<file path="config.mk">
export PLATFORM = sky130hd
export DESIGN_NAME = nor_cmd_sequencer
export DESIGN_NICKNAME = d
export VERILOG_FILES = /design/src/rtl/nor_seq_pkg.sv /design/src/rtl/nor_seq_shifter.sv /design/src/rtl/nor_seq_gap_timer.sv /design/src/rtl/nor_cmd_sequencer.sv
export SDC_FILE = /design/constraint.sdc
export NUM_CORES = 1
export LEC_CHECK = 0
export ABC_AREA = 1
export CORE_AREA = 2 2 110 101
export DETAILED_ROUTE_END_ITERATION = 12
export DIE_AREA = 0 0 112 103
export GPL_TIMING_DRIVEN = 0
export HOLD_SLACK_MARGIN = 0.15
export PLACE_DENSITY = 0.81
export SYNTH_ARGS = -nofsm -noshare
export SYNTH_HDL_FRONTEND = slang
export SYNTH_SLANG_ARGS = --single-unit
</file>
<file path="constraint.sdc">
create_clock -name clk -period 2.66 [get_ports clk]
set_input_delay 0.399 -clock clk [delete_from_list [all_inputs] [get_ports clk]]
set_output_delay 0.399 -clock clk [all_outputs]
set_load 0.02 [all_outputs]
</file>
<file path="src/rtl/nor_seq_pkg.sv">
package nor_seq_pkg;

    typedef enum logic [2:0] {
        OP_READ_ID   = 3'd0,
        OP_UNPROTECT = 3'd1,
        OP_ERASE     = 3'd2,
        OP_PROGRAM   = 3'd3,
        OP_READ      = 3'd4
    } flash_op_e;

    typedef enum logic [1:0] {
        ST_IDLE,
        ST_LOAD,
        ST_WAIT,
        ST_GAP
    } seq_state_e;

    typedef enum logic [1:0] {
        PH_WREN,
        PH_MAIN,
        PH_POLL
    } seq_phase_e;

    localparam logic [7:0] CMD_WREN  = 8'h06;
    localparam logic [7:0] CMD_WRSR  = 8'h01;
    localparam logic [7:0] CMD_RDSR  = 8'h05;
    localparam logic [7:0] CMD_ERASE = 8'hC7;
    localparam logic [7:0] CMD_PROG  = 8'h02;
    localparam logic [7:0] CMD_READ  = 8'h03;
    localparam logic [7:0] CMD_ID    = 8'h9F;

    localparam int ADDR_BYTES = 3;
    localparam int ID_BYTES   = 4;
    localparam int POLL_BYTES = 2;

    function automatic logic needs_wren(flash_op_e o);
        return (o == OP_UNPROTECT) || (o == OP_ERASE) || (o == OP_PROGRAM);
    endfunction

endpackage

</file>
<file path="src/rtl/nor_seq_shifter.sv">
module nor_seq_shifter #(
    parameter int SCK_HALF = 2
) (
    input  logic       clk,
    input  logic       rst_n,
    input  logic       go,
    input  logic [7:0] tx_byte,
    input  logic       miso,
    output logic       sclk,
    output logic       mosi,
    output logic [7:0] rx_byte,
    output logic       byte_done
);

    localparam int CW = (SCK_HALF > 1) ? $clog2(SCK_HALF) : 1;
    localparam logic [CW-1:0] CNT_LAST = CW'(SCK_HALF - 1);

    typedef struct packed {
        logic          act;
        logic          sclk;
        logic [CW-1:0] cnt;
        logic [2:0]    bitn;
        logic [7:0]    sh;
        logic [7:0]    rx;
        logic          done;
    } shf_t;

    shf_t shf_d, shf_q;

    always_comb begin
        shf_d      = shf_q;
        shf_d.done = 1'b0;
        if (go && !shf_q.act) begin
            shf_d.act  = 1'b1;
            shf_d.sclk = 1'b0;
            shf_d.cnt  = '0;
            shf_d.bitn = 3'd0;
            shf_d.sh   = tx_byte;
        end else if (shf_q.act) begin
            if (shf_q.cnt == CNT_LAST) begin
                shf_d.cnt = '0;
                if (!shf_q.sclk) begin
                    shf_d.sclk = 1'b1;
                    shf_d.rx   = {shf_q.rx[6:0], miso};
                end else begin
                    shf_d.sclk = 1'b0;
                    if (shf_q.bitn == 3'd7) begin
                        shf_d.act  = 1'b0;
                        shf_d.done = 1'b1;
                    end else begin
                        shf_d.bitn = shf_q.bitn + 3'd1;
                        shf_d.sh   = {shf_q.sh[6:0], 1'b0};
                    end
                end
            end else begin
                shf_d.cnt = shf_q.cnt + CW'(1);
            end
        end
    end

    always_ff @(posedge clk) begin
        if (!rst_n) shf_q <= '0;
        else        shf_q <= shf_d;
    end

    assign sclk      = shf_q.sclk;
    assign mosi      = shf_q.sh[7];
    assign rx_byte   = shf_q.rx;
    assign byte_done = shf_q.done;

    assert_mosi_hold_R2: assert property (@(posedge clk) disable iff (!rst_n)
        shf_q.sclk |-> $stable(mosi));

    assert_no_overlap_R2: assert property (@(posedge clk) disable iff (!rst_n)
        go |-> !shf_q.act);

endmodule

</file>
<file path="src/rtl/nor_seq_gap_timer.sv">
module nor_seq_gap_timer #(
    parameter int GAP_CYC = 8
) (
    input  logic clk,
    input  logic rst_n,
    input  logic load,
    output logic expired
);

    localparam int GW = $clog2(GAP_CYC + 1);

    typedef struct packed {
        logic [GW-1:0] cnt;
    } gap_t;

    gap_t gap_d, gap_q;

    always_comb begin
        gap_d = gap_q;
        if (load)                 gap_d.cnt = GW'(GAP_CYC);
        else if (gap_q.cnt != '0) gap_d.cnt = gap_q.cnt - GW'(1);
    end

    always_ff @(posedge clk) begin
        if (!rst_n) gap_q <= '0;
        else        gap_q <= gap_d;
    end

    assign expired = (gap_q.cnt == '0);

    assert_gap_countdown_R3: assert property (@(posedge clk) disable iff (!rst_n)
        (!load && gap_q.cnt != '0) |=> (gap_q.cnt == $past(gap_q.cnt) - GW'(1)));

endmodule

</file>
<file path="src/rtl/nor_cmd_sequencer.sv">
module nor_cmd_sequencer
    import nor_seq_pkg::*;
#(
    parameter int SCK_HALF = 2,
    parameter int GAP_SCK  = 2,
    parameter int POLL_MAX = 100000,
    parameter int LEN_W    = 9
) (
    input  logic             clk,
    input  logic             rst_n,
    input  logic             start,
    input  logic [2:0]       op,
    input  logic [23:0]      addr,
    input  logic [LEN_W-1:0] len,
    output logic             busy,
    output logic             done,
    output logic             err,
    output logic             err_tmo,
    input  logic [7:0]       wr_data,
    output logic             wr_take,
    output logic [7:0]       rd_data,
    output logic             rd_valid,
    output logic             sclk,
    output logic             cs_n,
    output logic             mosi,
    input  logic             miso
);

    localparam int GAP_CYC = GAP_SCK * 2 * SCK_HALF;
    localparam int PW      = $clog2(POLL_MAX + 1);
    localparam int NW      = LEN_W + 1;
    localparam logic [PW-1:0] POLL_LAST = PW'(POLL_MAX - 1);
    localparam logic [NW-1:0] HDR_BYTES = NW'(ADDR_BYTES + 1);

    typedef struct packed {
        seq_state_e       st;
        seq_phase_e       ph;
        flash_op_e        op;
        logic [23:0]      addr;
        logic [LEN_W-1:0] len;
        logic [NW-1:0]    idx;
        logic [PW-1:0]    polls;
        logic             stat_busy;
        logic             stat_fail;
        logic             done;
        logic             err;
        logic             tmo;
    } ctl_t;

    ctl_t ctl_d, ctl_q;

    logic          go;
    logic [7:0]    tx_sel;
    logic [7:0]    rx_byte;
    logic          byte_done;
    logic          gap_load;
    logic          gap_expired;
    logic [NW-1:0] frame_len;
    logic          last_byte;
    logic          op_ok;
    logic          payload_idx;
    logic          finish;

    nor_seq_shifter #(.SCK_HALF(SCK_HALF)) shifter_i (
        .clk       (clk),
        .rst_n     (rst_n),
        .go        (go),
        .tx_byte   (tx_sel),
        .miso      (miso),
        .sclk      (sclk),
        .mosi      (mosi),
        .rx_byte   (rx_byte),
        .byte_done (byte_done)
    );

    nor_seq_gap_timer #(.GAP_CYC(GAP_CYC)) gap_i (
        .clk     (clk),
        .rst_n   (rst_n),
        .load    (gap_load),
        .expired (gap_expired)
    );

    assign op_ok       = (op <= 3'd4);
    assign payload_idx = (ctl_q.idx >= HDR_BYTES);

    // Bytes in the current frame
    always_comb begin
        frame_len = NW'(1);
        unique case (ctl_q.ph)
            PH_WREN: frame_len = NW'(1);
            PH_POLL: frame_len = NW'(POLL_BYTES);
            default: begin
                unique case (ctl_q.op)
                    OP_READ_ID:   frame_len = NW'(ID_BYTES + 1);
                    OP_UNPROTECT: frame_len = NW'(2);
                    OP_ERASE:     frame_len = NW'(1);
                    default:      frame_len = HDR_BYTES + NW'(ctl_q.len);
                endcase
            end
        endcase
    end

    assign last_byte = (ctl_q.idx == frame_len - NW'(1));

    // Byte to launch at the current index
    always_comb begin
        tx_sel = 8'h00;
        unique case (ctl_q.ph)
            PH_WREN: tx_sel = CMD_WREN;
            PH_POLL: tx_sel = (ctl_q.idx == '0) ? CMD_RDSR : 8'h00;
            default: begin
                if (ctl_q.idx == '0) begin
                    unique case (ctl_q.op)
                        OP_READ_ID:   tx_sel = CMD_ID;
                        OP_UNPROTECT: tx_sel = CMD_WRSR;
                        OP_ERASE:     tx_sel = CMD_ERASE;
                        OP_PROGRAM:   tx_sel = CMD_PROG;
                        default:      tx_sel = CMD_READ;
                    endcase
                end else if (ctl_q.op == OP_PROGRAM || ctl_q.op == OP_READ) begin
                    if (ctl_q.idx == NW'(1))      tx_sel = ctl_q.addr[23:16];
                    else if (ctl_q.idx == NW'(2)) tx_sel = ctl_q.addr[15:8];
                    else if (ctl_q.idx == NW'(3)) tx_sel = ctl_q.addr[7:0];
                    else if (ctl_q.op == OP_PROGRAM) tx_sel = wr_data;
                end
            end
        endcase
    end

    assign go      = (ctl_q.st == ST_LOAD);
    assign wr_take = go && (ctl_q.ph == PH_MAIN) && (ctl_q.op == OP_PROGRAM) && payload_idx;

    assign rd_data  = rx_byte;
    assign rd_valid = (ctl_q.st == ST_WAIT) && byte_done && (ctl_q.ph == PH_MAIN) &&
                      (((ctl_q.op == OP_READ_ID) && (ctl_q.idx != '0)) ||
                       ((ctl_q.op == OP_READ) && payload_idx));

    always_comb begin
        ctl_d      = ctl_q;
        ctl_d.done = 1'b0;
        gap_load   = 1'b0;
        finish     = 1'b0;
        unique case (ctl_q.st)
            ST_IDLE: begin
                if (start && op_ok) begin
                    ctl_d.op    = flash_op_e'(op);
                    ctl_d.addr  = addr;
                    ctl_d.len   = len;
                    ctl_d.idx   = '0;
                    ctl_d.polls = '0;
                    ctl_d.err   = 1'b0;
                    ctl_d.tmo   = 1'b0;
                    ctl_d.ph    = needs_wren(flash_op_e'(op)) ? PH_WREN : PH_MAIN;
                    ctl_d.st    = ST_LOAD;
                end
            end
            ST_LOAD: ctl_d.st = ST_WAIT;
            ST_WAIT: begin
                if (byte_done) begin
                    if (ctl_q.ph == PH_POLL && ctl_q.idx == NW'(1)) begin
                        ctl_d.stat_busy = rx_byte[0];
                        ctl_d.stat_fail = rx_byte[5];
                    end
                    if (last_byte) begin
                        ctl_d.st = ST_GAP;
                        gap_load = 1'b1;
                    end else begin
                        ctl_d.idx = ctl_q.idx + NW'(1);
                        ctl_d.st  = ST_LOAD;
                    end
                end
            end
            default: begin
                if (gap_expired) begin
                    ctl_d.idx = '0;
                    unique case (ctl_q.ph)
                        PH_WREN: begin
                            ctl_d.ph = PH_MAIN;
                            ctl_d.st = ST_LOAD;
                        end
                        PH_MAIN: begin
                            if (needs_wren(ctl_q.op)) begin
                                ctl_d.ph = PH_POLL;
                                ctl_d.st = ST_LOAD;
                            end else begin
                                finish = 1'b1;
                            end
                        end
                        default: begin
                            if (ctl_q.stat_busy) begin
                                if (ctl_q.polls == POLL_LAST) begin
                                    ctl_d.tmo = 1'b1;
                                    finish    = 1'b1;
                                end else begin
                                    ctl_d.polls = ctl_q.polls + PW'(1);
                                    ctl_d.st    = ST_LOAD;
                                end
                            end else begin
                                ctl_d.err = ctl_q.stat_fail &&
                                            (ctl_q.op == OP_ERASE || ctl_q.op == OP_PROGRAM);
                                finish    = 1'b1;
                            end
                        end
                    endcase
                    if (finish) begin
                        ctl_d.st   = ST_IDLE;
                        ctl_d.done = 1'b1;
                    end
                end
            end
        endcase
    end

    always_ff @(posedge clk) begin
        if (!rst_n) ctl_q <= '0;
        else        ctl_q <= ctl_d;
    end

    assign busy    = (ctl_q.st != ST_IDLE);
    assign done    = ctl_q.done;
    assign err     = ctl_q.err;
    assign err_tmo = ctl_q.tmo;
    assign cs_n    = !((ctl_q.st == ST_LOAD) || (ctl_q.st == ST_WAIT));

    // Checker state: length of the current chip-select high run
    localparam int HW = $clog2(GAP_CYC + 1);
    logic [HW-1:0] hi_run_q;
    logic          framed_q;

    always_ff @(posedge clk) begin
        if (!rst_n) begin
            hi_run_q <= '0;
            framed_q <= 1'b0;
        end else begin
            if (!cs_n)                         hi_run_q <= '0;
            else if (hi_run_q != HW'(GAP_CYC)) hi_run_q <= hi_run_q + HW'(1);
            if (!cs_n) framed_q <= 1'b1;
        end
    end

    assert_cs_gap_R3: assert property (@(posedge clk) disable iff (!rst_n)
        (!cs_n && $past(cs_n) && framed_q) |-> (hi_run_q >= HW'(GAP_CYC)));

    assert_sclk_idle_R2: assert property (@(posedge clk) disable iff (!rst_n)
        cs_n |-> !sclk);

    assert_rd_in_frame_R7: assert property (@(posedge clk) disable iff (!rst_n)
        rd_valid |-> !cs_n);

    assert_take_program_R6: assert property (@(posedge clk) disable iff (!rst_n)
        wr_take |-> (!cs_n && ctl_q.op == OP_PROGRAM));

    assert_poll_bound_R10: assert property (@(posedge clk) disable iff (!rst_n)
        ctl_q.polls < PW'(POLL_MAX));

    assert_done_idle_R11: assert property (@(posedge clk) disable iff (!rst_n)
        done |-> !busy);

    assert_done_pulse_R11: assert property (@(posedge clk) disable iff (!rst_n)
        done |=> !done);

    assert_busy_hold_R1: assert property (@(posedge clk) disable iff (!rst_n)
        (busy && !$past(busy) && $past(rst_n)) |-> $past(start && op_ok));

endmodule

</file>
==> impl_metrics.tcl <==
set metrics [dict create \
    drive_gt1_share_pct 10.47 \
    vias 5767 \
    dr.pass1.iters 5 \
    die_w_um 112 \
    nNetsFinal 995 \
    cts-buffers-inserted 9 \
    crit_type "reg -> reg" \
    tightest_slew_ps 623.4 \
    end_kind "register" \
    wl_per_cell_um 13.74 \
    vias_per_cell 5.395 \
    grt_max_degree 17 \
    cp_max_fo 7 \
    max_freq_mhz 392.9 \
    layout_commonest_cell "nand2_1" \
    synthesis.nets 908 \
    port_buffers 63 \
    die_y_um 103 \
    cts_buffer_depth 2 \
    cts_max_level 3 \
    yosysWarnings 0 \
    rsz0062_at_grt "true" \
    drcViolationCount 0 \
    period_share_pct 95.68 \
    grt_pass1_vias 4925 \
    ctsHoldBuffers 0 \
    met1_usage_pct 34.34 \
    io_pins 65 \
    wl_mm 14.69 \
    start_util_pct 52.92 \
    num_rows 36 \
    finalClockSkew_ps 10.67 \
    final_cell_area_mm2 0.006967 \
    grt_pass1_wl_mm 23.16 \
    syn_area_per_cell_um2 6.593 \
    ir_drop_mv 0.5169 \
    cts_tree "yes" \
    grt.met3_usage_pct 5.056 \
    syn_to_final_growth_pct 24.90 \
    cts-root-buf "clkbuf_16" \
    critical_path_required_ps 2950 \
    startpoint_type "register" \
    antenna_found_initial 0 \
    routabilityCongestion 0.9431 \
    core_area_mm2 0.01054 \
    ys_types 38 \
    placed_cell_area_mm2 0.006375 \
    min-delay-path-class "reg -> reg" \
    grtUsageMet2_pct 40.47 \
    synth-main-ff-cell "dfxtp_1" \
    antenna_cells 0 \
    hold_ws_ps 458.1 \
    synth_area_mm2 0.005578 \
    slew_viol_final 0 \
    drv_cap 0 \
    layout.cells.non_filler 1069 \
    synth-edff-count 0 \
    fp.dieArea_mm2 0.01154 \
    final_util_pct 66.10 \
    slowest_delay_ps 370 \
    drt_iter0_drc 539 \
    clk_transition_reported_paths_ps 70 \
    grtUsageTotal_pct 24.86 \
    clkSinkCount 99 \
    dpl.hpwl_mm 10.64 \
    cp_slowest_cell "dfxtp_4" \
    grt_overflow 0 \
    synthTopCellsByArea "dfxtp_1, nand2_1, nor2_1, o21ai_0, inv_1" \
    fin_crit_ps 2545 \
    final_cell_mix "nand2_1, nor2_1, dfxtp_1" \
    async_flop_share_pct 0 \
    path_cells "inv_8 > nand3_4 > nand2_4 > nand2_4 > nand2_2 > inv_2 > ha_4 > a21oi_2 > o21a_1 > nand2_1 > nor2_1 > nand3_1 > nor2_1 > nand2_1 > nor2_2 > nand3_4 > buf_6 > nand3_2 > nand2_1 > nor2_1" \
    hold_viol 0 \
    powerDensity_mw_per_mm2 768.2 \
    busiest_layer "met2" \
    slew_headroom_pct 58.44 \
    ys_seq_area_share_pct 35.53 \
    arrival_ps 2830 \
    status "finished, final reports clean" \
    power_leakage_nw 2.765 \
    dp_cells 1042 \
    setup_viol 0 \
    yosysTopAreaCellShare_pct 35.53 \
    ant_nets 0 \
    synth_seq_cells 99 \
    synth_cells 846 \
    worstSkewPairLatency_ps 360 \
    p_total_mw 5.352 \
    post-synth-top-area-cell "dfxtp_1" \
]
[synthesized netlist by cell type, drive strengths merged, types with 2 or more instances]
master and count:
nand2 161, nor2 130, dfxtp 99, inv 90
o21ai 83, nand3 68, a21oi 66, clkbuf 23
nor3 21, xor2 18, nand4 16, buf 15
ha 14, a211oi 5, a31oi 5, o211ai 5
clkinv 4, nor4 4, a22o 3, nor3b 3
or2 3, xnor2 3, o21a 2
[metal layers]
layer / part of all wire [%] / vias to the layer above
met5: 0 / -
met4: 1.6 / 0
met3: 7.3 / 25
met1: 46 / 2570
met2: 45 / 229
li1: - / 2943
[final cells by class]
type	count	area, um2
Buffer	38	201.4
Clock buffer	9	225.2
Clock inverter	5	62.56
Fill cell	940	3573
Inverter	94	366.6
Multi-Input combinational cell	615	3217
Sequential cell	99	1996
Tap cell	133	166.4
Timing Repair Buffer	76	732.0
[flip-flops by register name (all words and copies together), names as in the netlist]
name,count
ctl_q,69
shifter_i.shf_q,12
shifter_i.rx_byte,8
gap_i.gap_q,4
done,1
err,1
err_tmo,1
shifter_i.byte_done,1
shifter_i.mosi,1
shifter_i.sclk,1
[path summary, 6_finish.rpt]
check,start,end,slack (ps),depth (start not counted)
min,ctl_q[63],ctl_q[63],460,2
max reg2reg,ctl_q[67],ctl_q[22],110,20
min reg2reg,ctl_q[63],ctl_q[63],460,2
max,ctl_q[67],ctl_q[22],110,20
[power by group]
| group | total, mW | switching, mW | internal [mW] | leakage (nW) |
|---|---|---|---|---|
| clock network | 1.31 | 0.587 | 0.725 | 0.134 |
| logic | 2.15 | 1.37 | 0.778 | 1.82 |
| registers | 1.89 | 0.178 | 1.71 | 0.809 |
| total | 5.35 | 2.14 | 3.22 | 2.76 |
[repair_timing]
item	in CTS	in global routing
setup buffers	0	12
pin swaps	0	14
setup endpoints to repair	16	28
gates resized for setup	11	55
cloned	0	1
[worst max-delay path: cells and delay by family, from the launching register on]
kind | cells | cell delay (ps)
buffers and inverters | 3 | 310
adder cells (fa/ha/maj) | 1 | 210
AO/OA/AOI/OAI | 2 | 230
AND/OR/NAND/NOR | 14 | 1340
flip-flops | 1 | 370
[through the flow]
stage               setup WS [ps]  setup TNS [ps]
floorplan                   334.6               0
global placement           -85.36          -429.3
detailed placement         -121.8           -1201
CTS                         1.163               0
global route               -115.8          -600.0
finish                      114.9               0
[cell families (layout without fill, tap and decap cells)]
| kind of cell | after synthesis | in the layout | share of synthesized area [%] |
|---|---|---|---|
| and+or+nand+nor | 406 | 406 | 31.36 |
| AOI/OAI and AO/OA | 174 | 174 | 17.00 |
| buffers and inverters | 132 | 222 | 9.668 |
| DFF | 99 | 99 | 35.53 |
| xor gates and xnor gates | 21 | 21 | 3.298 |
| adders and majority gates | 14 | 14 | 3.140 |
Note: power is estimated with default switching activity, not from simulation.
